==> src/rtl/rtc_pkg.sv <==
package rtc_pkg;

    typedef struct packed {
        logic [5:0] sec;
        logic [5:0] min;
        logic [4:0] hour;
        logic [2:0] wday;
        logic [4:0] mday;
        logic [3:0] mon;   // 0..11
        logic [7:0] year;  // years since 1900
    } rtc_time_t;

    localparam logic [7:0] IX_SEC  = 8'h00;
    localparam logic [7:0] IX_MIN  = 8'h02;
    localparam logic [7:0] IX_HOUR = 8'h04;
    localparam logic [7:0] IX_WDAY = 8'h06;
    localparam logic [7:0] IX_MDAY = 8'h07;
    localparam logic [7:0] IX_MON  = 8'h08;
    localparam logic [7:0] IX_YEAR = 8'h09;
    localparam logic [7:0] IX_STA  = 8'h0A;
    localparam logic [7:0] IX_STB  = 8'h0B;
    localparam logic [7:0] IX_STC  = 8'h0C;

    function automatic logic [4:0] month_days(input logic [3:0] mon, input logic [7:0] year);
        case (mon)
            4'd1:                      month_days = (year[1:0] == 2'b00) ? 5'd29 : 5'd28;
            4'd3, 4'd5, 4'd8, 4'd10:   month_days = 5'd30;
            default:                   month_days = 5'd31;
        endcase
    endfunction

endpackage

==> src/rtl/rtc_calendar.sv <==
module rtc_calendar
    import rtc_pkg::*;
#(
    parameter int INIT_SEC  = 0,
    parameter int INIT_MIN  = 0,
    parameter int INIT_HOUR = 0,
    parameter int INIT_WDAY = 0,
    parameter int INIT_MDAY = 1,
    parameter int INIT_MON  = 0,
    parameter int INIT_YEAR = 106
) (
    input  logic      clk,
    input  logic      rst_n,
    input  logic      sec_tick,
    output rtc_time_t now
);

    rtc_time_t  t_q;
    logic [4:0] dim;

    assign dim = month_days(t_q.mon, t_q.year);
    assign now = t_q;

    always_ff @(posedge clk) begin
        if (!rst_n) begin
            t_q.sec  <= 6'(INIT_SEC);
            t_q.min  <= 6'(INIT_MIN);
            t_q.hour <= 5'(INIT_HOUR);
            t_q.wday <= 3'(INIT_WDAY);
            t_q.mday <= 5'(INIT_MDAY);
            t_q.mon  <= 4'(INIT_MON);
            t_q.year <= 8'(INIT_YEAR);
        end else if (sec_tick) begin
            if (t_q.sec != 6'd59) begin
                t_q.sec <= t_q.sec + 6'd1;
            end else begin
                t_q.sec <= '0;
                if (t_q.min != 6'd59) begin
                    t_q.min <= t_q.min + 6'd1;
                end else begin
                    t_q.min <= '0;
                    if (t_q.hour != 5'd23) begin
                        t_q.hour <= t_q.hour + 5'd1;
                    end else begin
                        t_q.hour <= '0;
                        t_q.wday <= (t_q.wday == 3'd6) ? 3'd0 : t_q.wday + 3'd1;
                        if (t_q.mday != dim) begin
                            t_q.mday <= t_q.mday + 5'd1;
                        end else begin
                            t_q.mday <= 5'd1;
                            if (t_q.mon == 4'd11) begin
                                t_q.mon  <= '0;
                                t_q.year <= t_q.year + 8'd1;
                            end else begin
                                t_q.mon <= t_q.mon + 4'd1;
                            end
                        end
                    end
                end
            end
        end
    end

    p_field_range_r6: assert property (@(posedge clk) disable iff (!rst_n)
        (t_q.sec < 6'd60) && (t_q.min < 6'd60) && (t_q.hour < 5'd24) && (t_q.wday < 3'd7));
    p_mday_range_r7: assert property (@(posedge clk) disable iff (!rst_n)
        (t_q.mday >= 5'd1) && (t_q.mday <= dim) && (t_q.mon < 4'd12));
    p_hold_no_tick_r6: assert property (@(posedge clk) disable iff (!rst_n)
        !sec_tick |=> $stable(t_q));

endmodule

==> src/rtl/rtc_periodic.sv <==
module rtc_periodic #(
    parameter int DIV = 8
) (
    input  logic clk,
    input  logic rst_n,
    output logic pirq
);

    localparam int CW = (DIV > 1) ? $clog2(DIV) : 1;
    localparam logic [CW-1:0] LAST = CW'(DIV - 1);

    logic [CW-1:0] cnt_q;

    always_ff @(posedge clk) begin
        if (!rst_n) begin
            cnt_q <= '0;
            pirq  <= 1'b0;
        end else if (cnt_q == LAST) begin
            cnt_q <= '0;
            pirq  <= 1'b1;
        end else begin
            cnt_q <= cnt_q + CW'(1);
            pirq  <= 1'b0;
        end
    end

    int   gap_q;
    logic seen_q;
    always_ff @(posedge clk) begin
        if (!rst_n) begin
            gap_q  <= 0;
            seen_q <= 1'b0;
        end else if (pirq) begin
            gap_q  <= 0;
            seen_q <= 1'b1;
        end else if (gap_q < DIV) begin
            gap_q  <= gap_q + 1;
        end
    end

    p_irq_spacing_r8: assert property (@(posedge clk) disable iff (!rst_n)
        (pirq && seen_q) |-> (gap_q == DIV - 1));
    p_irq_single_r8: assert property (@(posedge clk) disable iff (!rst_n)
        pirq |=> !pirq);

endmodule

==> src/rtl/rtc_host_port.sv <==
module rtc_host_port
    import rtc_pkg::*;
#(
    parameter int YEAR_BIAS = 52
) (
    input  logic       clk,
    input  logic       rst_n,
    input  logic       req_wr,
    input  logic       req_rd,
    input  logic       port_sel,
    input  logic [7:0] wdata,
    input  rtc_time_t  now,
    output logic [7:0] rdata,
    output logic       rvalid,
    output logic       err
);

    typedef enum logic [1:0] {PS_IDLE, PS_DATA, PS_FAULT} port_state_t;

    port_state_t state_q, state_d;
    logic [7:0]  idx_q;
    logic [7:0]  rdata_q;
    logic        flip_q;
    logic        hit;
    logic [7:0]  rd_val;
    logic        sta_read;

    always_comb begin
        hit    = 1'b1;
        rd_val = 8'h00;
        case (idx_q)
            IX_SEC:  rd_val = {2'b00, now.sec};
            IX_MIN:  rd_val = {2'b00, now.min};
            IX_HOUR: rd_val = {3'b000, now.hour};
            IX_WDAY: rd_val = {5'b00000, now.wday};
            IX_MDAY: rd_val = {3'b000, now.mday};
            IX_MON:  rd_val = {4'b0000, now.mon} + 8'd1;
            IX_YEAR: rd_val = now.year - 8'(YEAR_BIAS);
            IX_STA:  rd_val = {flip_q, 7'h26};
            IX_STB:  rd_val = 8'h46;
            IX_STC:  rd_val = 8'h00;
            default: hit = 1'b0;
        endcase
    end

    assign sta_read = !req_wr && req_rd && port_sel && (idx_q == IX_STA);

    always_comb begin
        if (req_wr) begin
            state_d = port_sel ? PS_FAULT : PS_IDLE;
        end else if (req_rd) begin
            state_d = (port_sel && hit) ? PS_DATA : PS_FAULT;
        end else begin
            state_d = PS_IDLE;
        end
    end

    always_ff @(posedge clk) begin
        if (!rst_n) begin
            state_q <= PS_IDLE;
            idx_q   <= '0;
            rdata_q <= '0;
            flip_q  <= 1'b1;
        end else begin
            state_q <= state_d;
            if (req_wr && !port_sel) idx_q <= wdata;
            if (state_d == PS_DATA)  rdata_q <= rd_val;
            if (sta_read)            flip_q <= !flip_q;
        end
    end

    always_comb begin
        rvalid = 1'b0;
        err    = 1'b0;
        rdata  = 8'h00;
        unique case (state_q)
            PS_IDLE:  ;
            PS_DATA:  begin rvalid = 1'b1; rdata = rdata_q; end
            PS_FAULT: err = 1'b1;
            default:  ;
        endcase
    end

    p_flip_toggle_r2: assert property (@(posedge clk) disable iff (!rst_n)
        sta_read |=> (flip_q != $past(flip_q)));
    p_resp_excl_r9: assert property (@(posedge clk) disable iff (!rst_n)
        !(rvalid && err));
    p_data_write_err_r9: assert property (@(posedge clk) disable iff (!rst_n)
        (req_wr && port_sel) |=> (err && !rvalid));
    p_index_latch_r1: assert property (@(posedge clk) disable iff (!rst_n)
        (req_wr && !port_sel) |=> (idx_q == $past(wdata)));

endmodule

==> src/rtl/rtc_index_regs.sv <==
module rtc_index_regs
    import rtc_pkg::*;
#(
    parameter int CLK_HZ    = 125_000_000,
    parameter int PIRQ_HZ   = 1024,
    parameter int YEAR_BIAS = 52,
    parameter int INIT_SEC  = 0,
    parameter int INIT_MIN  = 0,
    parameter int INIT_HOUR = 0,
    parameter int INIT_WDAY = 0,
    parameter int INIT_MDAY = 1,
    parameter int INIT_MON  = 0,
    parameter int INIT_YEAR = 106
) (
    input  logic       clk,
    input  logic       rst_n,
    input  logic       sec_tick,
    input  logic       req_wr,
    input  logic       req_rd,
    input  logic       port_sel,
    input  logic [7:0] wdata,
    output logic [7:0] rdata,
    output logic       rvalid,
    output logic       err,
    output logic       pirq
);

    localparam int DIV = (CLK_HZ / PIRQ_HZ > 1) ? CLK_HZ / PIRQ_HZ : 2;

    rtc_time_t now;

    rtc_calendar #(
        .INIT_SEC (INIT_SEC),  .INIT_MIN (INIT_MIN),  .INIT_HOUR(INIT_HOUR),
        .INIT_WDAY(INIT_WDAY), .INIT_MDAY(INIT_MDAY), .INIT_MON (INIT_MON),
        .INIT_YEAR(INIT_YEAR)
    ) u_cal (
        .clk(clk), .rst_n(rst_n), .sec_tick(sec_tick), .now(now)
    );

    rtc_periodic #(.DIV(DIV)) u_pdiv (
        .clk(clk), .rst_n(rst_n), .pirq(pirq)
    );

    rtc_host_port #(.YEAR_BIAS(YEAR_BIAS)) u_port (
        .clk(clk), .rst_n(rst_n), .req_wr(req_wr), .req_rd(req_rd),
        .port_sel(port_sel), .wdata(wdata), .now(now),
        .rdata(rdata), .rvalid(rvalid), .err(err)
    );

endmodule

==> config.mk <==
export PLATFORM = sky130hd
export DESIGN_NAME = rtc_index_regs
export DESIGN_NICKNAME = d
export VERILOG_FILES = /design/src/rtl/rtc_pkg.sv /design/src/rtl/rtc_calendar.sv /design/src/rtl/rtc_periodic.sv /design/src/rtl/rtc_host_port.sv /design/src/rtl/rtc_index_regs.sv
export SDC_FILE = /design/constraint.sdc
export NUM_CORES = 1
export LEC_CHECK = 0
export ABC_CLOCK_PERIOD_IN_PS = 2950
export BUFFER_PORTS_ARGS = -buffer_cell sky130_fd_sc_hd__buf_2
export CAP_MARGIN = 40
export CORE_MARGIN = 8
export CORE_UTILIZATION = 47
export DETAILED_ROUTE_END_ITERATION = 8
export PLACE_DENSITY = 0.72
export SYNTH_ARGS = -nofsm -noshare
export SYNTH_HDL_FRONTEND = slang
export SYNTH_SLANG_ARGS = --single-unit
==> constraint.sdc <==
create_clock -name clk -period 2.95 [get_ports clk]
set_input_delay 0.59 -clock clk [delete_from_list [all_inputs] [get_ports clk]]
set_output_delay 0.59 -clock clk [all_outputs]
set_load 0.05 [all_outputs]
# [Word-level counts from Yosys, hierarchy flattened]
# Index checks and enable logic that the tools add are counted.
[op_classes] n_reduce_logical=18 addsub=10 n_div=0 n_mul=0 order_cmp=0 muxes=18 shift=0 n_eq_ne=24 bitwise_logic=5
[op_table] cell="case mux 8 bit (9 select lines)" n=1
[op_table] cell="== test 8 x 4 -> 1 bit (second input constant)" n=5
[op_table] cell="== test 8 x 3 -> 1 bit (second input constant)" n=3
[op_table] cell="adder 17 x 1 -> 17 bit (second input constant)" n=1
[op_table] cell="== test 17 bit (second input constant)" n=1
[op_table] cell="adder 6 x 1 -> 6 bit (second input constant)" n=2
[op_table] cell="== test 4 bit (second input constant)" n=3
[op_table] cell="2-to-1 mux 6 bit" n=2
[op_table] cell="inequality test 6 bit (second input constant)" n=2
[op_table] cell="adder 5 x 1 -> 5 bit (second input constant)" n=2
[op_table] cell="2-to-1 mux 5 bit" n=2
[op_table] cell="case mux 5 bit (2 select lines)" n=1
[op_table] cell="OR reduction 10 bit" n=1
[op_table] cell="adder 8 x 1 -> 8 bit (second input constant)" n=1
[op_table] cell="== test 8 x 2 -> 1 bit (second input constant)" n=1
[op_table] cell="zero test 8 bit" n=1
[op_table] cell="2-to-1 mux 2 bit" n=4
[op_table] cell="2-to-1 mux 8 bit" n=1
[op_table] cell="subtractor 8 x 6 -> 8 bit (second input constant)" n=1
[op_table] cell="AND reduction 6 bit" n=1
[op_table] cell="adder 4 x 1 -> 5 bit (second input constant)" n=1
[op_table] cell="logical AND 1 bit" n=5
[op_table] cell="2-to-1 mux 1 bit" n=5
[op_table] cell="inequality test 5 bit" n=1
[op_table] cell="20 further kinds" n=27
[word_totals] n_memories=0 reg_bits=74 input_bits=14 mem_bits_ro=0 output_inout_bits=11 latch_bits=0 mem_bits_rw=0

# [Longest topological paths before layout]
# Gate-level depths: netlist of the first run.
[logic_depth] word_depth=8 mapped_depth=8

# [Cells and area by module]
# Synthesis of the first run repeated with hierarchy kept, for this count alone.
[unflattened] cells_unflattened=503 hier_area_um2=4414.2
[modules_own_cells] module="rtc_calendar" cells_each=240 n_inst=1 area_each_um2=2229.6 seq_area_each_um2=740.7
[modules_own_cells] module="rtc_host_port" cells_each=173 n_inst=1 area_each_um2=1370.1 seq_area_each_um2=380.4
[modules_own_cells] module="rtc_periodic" cells_each=90 n_inst=1 area_each_um2=814.5 seq_area_each_um2=360.3

# [Worst setup path after synthesis of the first run]
# OpenSTA, ideal clock, no wires.
[synth_timing] kind="flip-flop to flip-flop" from="reg u_cal.t_q, in the netlist u_cal.now[8]" to="reg u_cal.t_q, in the netlist u_cal.now[10]" synth_period_minus_slack_ps=2165 arrival_time_ps=2043 path_stages_with_launch=8 path_buffers=1 path_slack_ps=785 required_time_ps=2828 path_cell_list="dfxtp_1 -> ha_1 -> clkbuf_1 -> nor4b_4 -> xor2_1 -> nand4_2 -> or3_1 -> a311o_1"
[synth_via] elab_chain_cells=6
[synth_rtl] item="from (decl)" line="rtc_calendar.sv:18" source="rtc_time_t t_q;"
[synth_rtl] item="== test 4 x 2 -> 1 bit, or another cell as far along" line="rtc_pkg.sv:25" source="case (mon)"
[synth_rtl] item="OR reduction 4 bit" line="rtc_pkg.sv:25"
[synth_rtl] item="case mux 5 bit (2 select lines)" line="rtc_pkg.sv:25"
[synth_rtl] item="inequality test 5 bit" line="rtc_calendar.sv:47" source="if (t_q.mday != dim) begin"
[synth_rtl] item="NOT 1 bit (no source line)"
[synth_rtl] item="AND reduction 5 bit (no source line)"
# Parallel ways exist; a longest one is shown, timed or not.
# A chain may end at the register's enable or synchronous reset.

# [Final worst setup path of the first run]
[layout_timing] from="reg u_cal.t_q, in the netlist u_cal.now[8]" to="reg u_cal.t_q, in the netlist u_cal.now[11]"
# The elaborated chain is that of the path after synthesis.

==> results.py, run 1 <==
metrics = {
    "place": {
        "globalplace.congestion": 0.8543,
        "dp_hpwl_microns": 6378,
        "io_buffer_count": 24,
    },
    "setup_path": {
        "r2r_setup_slack_ps": 460,
        "ff2ff_path_depth": 6,
        "startpoint_type": "register",
        "worstPathRequired_ps": 3190,
        "max_stage_delay_ps": 510,
        "setup.worst_path.start": "u_cal.now[8]",
        "crit_path_end_kind": "register",
        "worstReg2RegStart": "u_cal.now[8]",
        "crit_path_top_delay_cell": "or3_1",
        "path_cells": "ha_1 -> nor4b_4 -> xor2_1 -> nand4_2 -> or3_1 -> o311a_1",
        "crit_type": "register to register",
        "crit_arrival_ps": 2730,
        "worstPathMaxFanout": 16,
        "r2r_end": "u_cal.now[11]",
    },
    "timing": {
        "min_period_ps": 2491,
        "max_slew.worst_pin.slew_ps": 649.5,
        "setup_viol": 0,
        "clock_skew_ps": 10.65,
        "max_clock_freq_mhz": 401.5,
        "slew_headroom": 0.5664,
        "finalHoldViolCount": 0,
        "drv_slew": 0,
        "grt_setup_unrepaired": "false",
        "finalCritPeriodShare": 0.8444,
        "fin_setup_tns_ps": 0,
    },
    "flow_run": {
        "maxCapViolCount": 0,
    },
    "floorplan": {
        "die_x_microns": 108.2,
        "core_sq_mm": 0.008217,
        "io-pin-count": 25,
        "start_util": 0.4864,
        "die_h_microns": 108.2,
        "fp-row-count": 33,
        "die_area_sq_mm": 0.01171,
    },
    "cts": {
        "cts_tree": "built",
        "cts_buffer_depth": 2,
        "cts.sinks": 74,
        "cts-resized-gates": 0,
        "root_buffer": "clkbuf_8",
        "h-tree-depth": 3,
        "clk_latency_ps": 350,
        "clk_pin_slew_ps": 90,
        "cts_hold_buf": 0,
        "cts_setup_buffers": 0,
        "cts_buffers": 9,
    },
    "layout": {
        "final_layout_size_suffix_gt1_frac": 0.1230,
        "num_antenna_cells": 0,
        "fillers": 792,
        "final_common_cell": "dfxtp_1",
        "final_cell_mix": "dfxtp_1, nand2_1, nor2_1",
        "layout.nets": 527,
        "area_delta_synth_final_pct": 9.111,
    },
    "grt": {
        "overflow": 0,
        "grt_use_total": 0.1574,
        "grt_start_max_net_pins": 25,
        "grt_pass1_wl_microns": 15150,
        "grt_antenna_before_repair": 0,
        "grt_pass1_vias": 3216,
    },
    "yosys": {
        "synth_flop_cell": "dfxtp_1",
        "synthesis.nets": 511,
        "synth-edff-count": 0,
        "synth_cell_type_count": 59,
        "postSynthCellCount": 483,
        "synthTopCellsByArea": "dfxtp_1, nand2_1, nor2_1",
        "synth-seq-area-share": 0.3707,
        "netlist_area_sq_mm": 0.003996,
        "yosysWarnings": 0,
        "yosys.area.top_type": "dfxtp_1",
        "syn_avg_cell_area_sq_um": 8.274,
        "synth-seq-cells": 74,
        "async_reset_ff_frac": 0,
        "yosys.area.top_type_share": 0.3707,
    },
    "power": {
        "p_per_area_mw_per_mm2": 430.6,
        "power.total_mw": 1.878,
        "ir_worst_vdd_mv": 0.2537,
        "leakage_nw": 1.582,
    },
    "worst_hold_path": {
        "min_delay_path_depth": 2,
        "holdPathEnd": "u_port.rdata_q[5]",
        "hold_path.class": "register to register",
        "min_from": "u_port.rdata_q[5]",
    },
    "routing": {
        "drc": 0,
        "vias": 3432,
        "routed_wl_microns": 8714,
        "drtAntennaViolNets": 0,
        "drtPass1Iterations": 5,
        "wire_per_inst_microns": 14.31,
        "drt_iter0_markers": 195,
        "viasPerCell": 5.635,
    },
    "run_status": {
        "status": "finished clean",
    },
}
-- cells in the mapped netlist, drive strengths merged (3+ instances only) --
master  instances
nor2           51
nand4b          6
buf            12
dfxtp          74
or3             4
mux2i          12
a31oi           3
and3           10
mux4            3
nor4b           3
ha             14
nand3          15
o21ai          19
a211oi          3
nand2b          9
clkbuf         13
inv            14
nand4          12
nand3b          3
nor2b           6
nor3            9
nand2          67
xnor2          14
mux2            4
and2            9
nor4           14
a21oi          31
xor2           18
-- kinds of logic after synthesis --
kind of cell / share of synthesized area
simple gates: 0.2946
compound gates: 0.1218
flops: 0.3707
buf+inv: 0.04070
xor+xnor: 0.07013
mux: 0.05823
fa+ha+maj: 0.04383
-- layout make-up --
class | count | area, sq um | area share
clock inverters | 7 | 53.80 | 0.01234
clock buffers | 9 | 123.9 | 0.02841
multi-input cells | 370 | 2352 | 0.5395
well taps | 105 | 131.4 | 0.03013
flip-flops and latches | 74 | 1481 | 0.3397
inverters | 14 | 52.55 | 0.01205
repair buffers | 30 | 165.2 | 0.03788
-- sequential cells by signal, indices dropped and copies added (netlist names) --
signal,count
u_pdiv.cnt_q,17
u_port.state_q,2
u_port.flip_q,1
u_cal.now,37
u_pdiv.pirq,1
u_port.idx_q,8
u_port.rdata_q,8
-- worst max path at each step --
stage	end	slack (ps)	cells after the start
after global routing	u_cal.now[5]	290	6
after detailed placement	u_cal.now[10]	460	6
final	u_cal.now[11]	460	6
after floorplan	u_cal.now[4]	780	7
after global placement	u_cal.now[10]	530	6
after CTS	u_cal.now[10]	460	6
-- worst max-delay path: cells and delay by family (launching register included) --
| kind | cells | cell delay, ps |
|---|---|---|
| AO/OA/AOI/OAI | 1 | 350 |
| XOR/XNOR | 1 | 190 |
| adder cells (fa/ha/maj) | 1 | 330 |
| flip-flops | 1 | 370 |
| AND/OR/NAND/NOR | 3 | 1150 |
-- through the flow --
| step | utilization | setup WS [ps] | area (sq um) | cells | hold slack (ps) |
|---|---|---|---|---|---|
| 3_3_place_gp | 0.5091 | 532.7 | 4183 | 593 | 431.1 |
| 5_1_grt | 0.5307 | 290.1 | 4360 | 609 | 465.7 |
| 2_1_floorplan | - | 784.5 | 3996 | 483 | 416.7 |
| 3_5_place_dp | 0.5091 | 460.1 | 4183 | 593 | 439.0 |
| 6_report | 0.5307 | 459.2 | 4360 | 609 | 449.5 |
| 4_1_cts | 0.5307 | 456.4 | 4360 | 609 | 451.8 |
-- per-layer routing --
metal,part of all wire,track usage,routed length (microns)
met5,0,0,0
met4,0.026,0.07532,227
met2,0.47,0.2546,4073
met3,0.057,0.03212,497
met1,0.45,0.1957,3916
-- where the power goes --
| part | switching (mW) | total [mW] | leakage [nW] | internal [mW] |
|---|---|---|---|---|
| Combinational | 0.0697 | 0.117 | 0.889 | 0.0472 |
| Clock | 0.406 | 0.718 | 0.0939 | 0.312 |
| Sequential | 0.0291 | 1.04 | 0.599 | 1.01 |
| Total | 0.504 | 1.88 | 1.58 | 1.37 |
(Power assumes the default switching activity.)
==> run 2: changes to the inputs <==
ABC_CLOCK_PERIOD_IN_PS = 2600   (was 2950)
clock period = 2.6 ns   (was 2.95 ns; I/O delays follow)
==> results.py, run 2 (synthesized netlist as in run 1, its figures left out) <==
metrics = {
    "run_status": {
        "status": "finished clean",
    },
    "grt": {
        "grt_pass1_wl_microns": 15240,
        "grt_start_max_net_pins": 23,
        "grt_pass1_vias": 3307,
        "grt_antenna_before_repair": 0,
        "overflow": 0,
        "grt_use_total": 0.1602,
    },
    "cts": {
        "root_buffer": "clkbuf_8",
        "cts_hold_buf": 0,
        "cts-resized-gates": 0,
        "clk_pin_slew_ps": 90,
        "cts_buffers": 9,
        "cts.sinks": 74,
        "cts_tree": "built",
        "cts_buffer_depth": 2,
        "h-tree-depth": 3,
        "cts_setup_buffers": 0,
        "clk_latency_ps": 360,
    },
    "layout": {
        "num_antenna_cells": 0,
        "utilization": 0.5394,
        "area_delta_synth_final_pct": 10.90,
        "final_cell_mix": "dfxtp_1, nand2_1, nor2_1",
        "largest_reg_flops": 37,
        "final_layout_size_suffix_gt1_frac": 0.1333,
        "layout.nets": 533,
        "stdcell_count": 615,
        "final_common_cell": "dfxtp_1",
    },
    "floorplan": {
        "die_area_sq_mm": 0.01171,
        "start_util": 0.4864,
        "fp-row-count": 33,
        "core_sq_mm": 0.008217,
        "die_h_microns": 108.2,
        "io-pin-count": 25,
        "die_x_microns": 108.2,
    },
    "timing": {
        "finalCritPeriodShare": 0.9279,
        "fin_setup_tns_ps": 0,
        "finalHoldViolCount": 0,
        "grt_setup_unrepaired": "false",
        "clock_skew_ps": 15.67,
        "max_slew.worst_pin.slew_ps": 673.4,
        "drv_slew": 0,
        "min_period_ps": 2413,
        "max_clock_freq_mhz": 414.5,
        "slew_headroom": 0.5470,
        "setup_viol": 0,
    },
    "power": {
        "p_per_area_mw_per_mm2": 494.5,
        "leakage_nw": 1.615,
        "ir_worst_vdd_mv": 0.3382,
    },
    "routing": {
        "drtAntennaViolNets": 0,
        "vias": 3476,
        "viasPerCell": 5.652,
        "drt_iter0_markers": 184,
        "routed_wl_microns": 9074,
        "wire_per_inst_microns": 14.75,
        "drtPass1Iterations": 5,
        "drc": 0,
    },
    "setup_path": {
        "crit_arrival_ps": 2670,
        "crit_path_end_kind": "register",
        "worstPathMaxFanout": 12,
        "worstPathRequired_ps": 2850,
        "max_stage_delay_ps": 480,
        "startpoint_type": "register",
        "crit_path_top_delay_cell": "or3_1",
        "path_cells": "ha_1 -> nor4b_4 -> xor2_1 -> nand4_2 -> or3_1 -> a311o_1",
        "crit_type": "register to register",
    },
    "place": {
        "globalplace.congestion": 0.8232,
        "io_buffer_count": 24,
        "dp.cells": 599,
        "dp_hpwl_microns": 6552,
    },
    "flow_run": {
        "maxCapViolCount": 0,
    },
    "worst_hold_path": {
        "hold_path.class": "input pin to register",
    },
}
run 2: cell types whose count changed in the layout (fill, tap and decap cells not counted), sizes merged:
cell,before,now
buf,30,36
clkinv,5,0
inv,16,20
clkinvlp,0,1
run 2: routing by layer:
metal / global-route usage / wire [microns]
met2: 0.2703 / 4434
met3: 0.03926 / 492
met4: 0.08028 / 216
met1: 0.1852 / 3930
met5: 0 / 0
run 2: critical path, delay by kind of cell, from the launching register on:
family | cells | cell delay (ps)
adders and majority gates | 1 | 340
and+or+nand+nor | 3 | 1040
xor gates and xnor gates | 1 | 200
AOI/OAI and AO/OA | 1 | 360
DFF | 1 | 370
run 2: layout make-up:
cell class	instances	area, sq um
fill	781	3785
multi-input combinational	370	2352
sequential	74	1481
timing repair buffer	36	222.7
tap	105	131.4
clock buffer	9	123.9
clock inverter	7	67.56
inverter	14	52.55
run 2: metrics by stage:
step	area, sq um	setup slack [ps]	hold WS [ps]	power (mW)
2_1_floorplan	3996	434.8	416.7	1.302
3_3_place_gp	4240	286.3	432.3	1.343
3_5_place_dp	4240	219.0	437.0	1.347
4_1_cts	4432	211.5	386.3	2.224
5_1_grt	4432	89.61	399.6	2.290
6_report	4432	187.5	401.8	2.192
run 2: worst paths after layout:
path                                        start                end  slack, ps  depth (start not counted)
worst max-delay path                 u_cal.now[8]      u_cal.now[10]        190                          6
worst min-delay path                     wdata[0]    u_port.idx_q[0]        400                          3
worst max register to register       u_cal.now[8]      u_cal.now[10]        190                          6
worst min register to register  u_port.rdata_q[3]  u_port.rdata_q[3]        450                          2
run 2: report_power, final:
| group | switching [mW] | internal [mW] |
|---|---|---|
| sequential | 0.0282 | 1.15 |
| clock | 0.493 | 0.376 |
| combinational | 0.0865 | 0.0578 |
==> run 3: changes to the inputs <==
ABC_CLOCK_PERIOD_IN_PS = 2850   (was 2600)
CAP_MARGIN = not set   (was 40)
CORE_MARGIN = 1.5   (was 8)
clock period = 2.85 ns   (was 2.6 ns; I/O delays follow)
==> results.py, run 3 (synthesized netlist as in run 1, its figures left out) <==
metrics = {
    "cts": {
        "cts_tree": "built",
        "clk_latency_ps": 350,
        "cts_buffer_depth": 2,
        "cts_setup_buffers": 0,
        "clk_pin_slew_ps": 80,
        "h-tree-depth": 3,
        "cts_buffers": 9,
        "cts_hold_buf": 0,
        "root_buffer": "clkbuf_8",
        "cts-resized-gates": 0,
        "cts.sinks": 74,
    },
    "grt": {
        "grt_start_max_net_pins": 26,
        "grt_antenna_before_repair": 0,
        "grt_pass1_wl_microns": 14810,
        "grt_use_total": 0.2079,
        "overflow": 0,
        "grt_pass1_vias": 3205,
    },
    "setup_path": {
        "crit_path_end_kind": "register",
        "path_cells": "ha_1 -> nor4b_4 -> xor2_1 -> nand4_2 -> or3_1 -> o311a_1",
        "ff2ff_path_depth": 6,
        "max_stage_delay_ps": 510,
        "crit_type": "register to register",
        "crit_path_top_delay_cell": "or3_1",
        "setup.worst_path.start": "u_cal.now[8]",
        "worstReg2RegStart": "u_cal.now[8]",
        "startpoint_type": "register",
        "worstPathMaxFanout": 16,
        "crit_arrival_ps": 2740,
        "worstPathRequired_ps": 3090,
    },
    "timing": {
        "setup_viol": 0,
        "max_clock_freq_mhz": 399.2,
        "finalHoldViolCount": 0,
        "drv_slew": 0,
        "hold_ws_ps": 450.3,
        "max_slew.worst_pin.slew_ps": 654.7,
        "grt_setup_unrepaired": "false",
        "min_period_ps": 2505,
        "fin_setup_tns_ps": 0,
        "clock_skew_ps": 11.53,
        "finalCritPeriodShare": 0.8790,
        "slew_headroom": 0.5602,
    },
    "floorplan": {
        "die_x_microns": 95.21,
        "die_h_microns": 95.21,
        "die_area_sq_mm": 0.009065,
        "start_util": 0.4864,
        "fp-row-count": 33,
        "io-pin-count": 25,
        "core_sq_mm": 0.008217,
    },
    "place": {
        "dpl_cell_area_sq_mm": 0.004198,
        "globalplace.congestion": 0.8372,
        "io_buffer_count": 24,
        "dp_hpwl_microns": 6316,
    },
    "layout": {
        "final_cell_mix": "dfxtp_1, nand2_1, nor2_1",
        "layout.nets": 529,
        "finish.instance_area_sq_mm": 0.004415,
        "utilization": 0.5374,
        "fillers": 779,
        "final_common_cell": "dfxtp_1",
        "largest_reg_flops": 37,
        "num_antenna_cells": 0,
        "area_delta_synth_final_pct": 10.49,
        "final_layout_size_suffix_gt1_frac": 0.1245,
    },
    "worst_hold_path": {
        "min_from": "u_port.rdata_q[0]",
        "hold_path.class": "register to register",
        "min_delay_path_depth": 2,
    },
    "routing": {
        "vias": 3459,
        "routed_wl_microns": 8762,
        "viasPerCell": 5.661,
        "drt_iter0_markers": 184,
        "drtAntennaViolNets": 0,
        "drc": 0,
        "drtPass1Iterations": 4,
        "wire_per_inst_microns": 14.34,
    },
    "power": {
        "leakage_nw": 1.603,
        "p_per_area_mw_per_mm2": 477.3,
        "ir_worst_vdd_mv": 0.2743,
        "power.total_mw": 2.107,
    },
    "flow_run": {
        "maxCapViolCount": 0,
    },
    "run_status": {
        "status": "finished clean",
    },
}
[run 3: cell types whose count changed in the layout (fill, tap and decap cells not counted)]
cell,before,now
clkinv_4,0,1
buf_4,11,8
clkinv_2,0,1
buf_12,1,0
inv_6,3,1
inv_8,3,0
bufinv_16,0,2
clkbuf_1,0,1
[run 3: final cells by class]
type	instances	area [sq um]	share of cell area
clock buffer	10	127.6	0.02890
tap	105	131.4	0.02975
timing repair buffer	32	180.2	0.04080
multi-input combinational	370	2352	0.5327
clock inverter	6	90.09	0.02040
sequential	74	1481	0.3355
inverter	14	52.55	0.01190
[run 3: worst paths after layout]
check                      endpoint  slack, ps
setup reg to reg      u_cal.now[11]        340
hold reg to reg   u_port.rdata_q[0]        450
hold / removal    u_port.rdata_q[0]        450
setup / recovery      u_cal.now[11]        340
[run 3: where the power goes]
| part | internal, mW | switching, mW |
|---|---|---|
| Combinational | 0.0519 | 0.0765 |
| Sequential | 1.05 | 0.0270 |
| Clock | 0.496 | 0.406 |
| Total | 1.60 | 0.510 |
[run 3: layer usage]
metal,up-vias,global-route usage,wire (microns)
met5,-,0,0
met4,0,0.06592,95
li1,1750,-,-
met1,1622,0.2618,3998
met3,9,0.04386,384
met2,78,0.3528,4283
[run 3: through the flow]
stage | setup slack (ps) | cells
finish | 344.9 | 611
global route | 140.6 | 611
CTS | 380.2 | 611
global placement | 451.2 | 595
detailed placement | 405.5 | 595
floorplan | 684.8 | 483
[run 3: critical path: cells and delay by family, from the launching register on]
kind            cells  cell delay [ps]
fa+ha+maj           1              330
xor+xnor            1              200
compound gates      1              350
simple gates        3             1150
flops               1              370
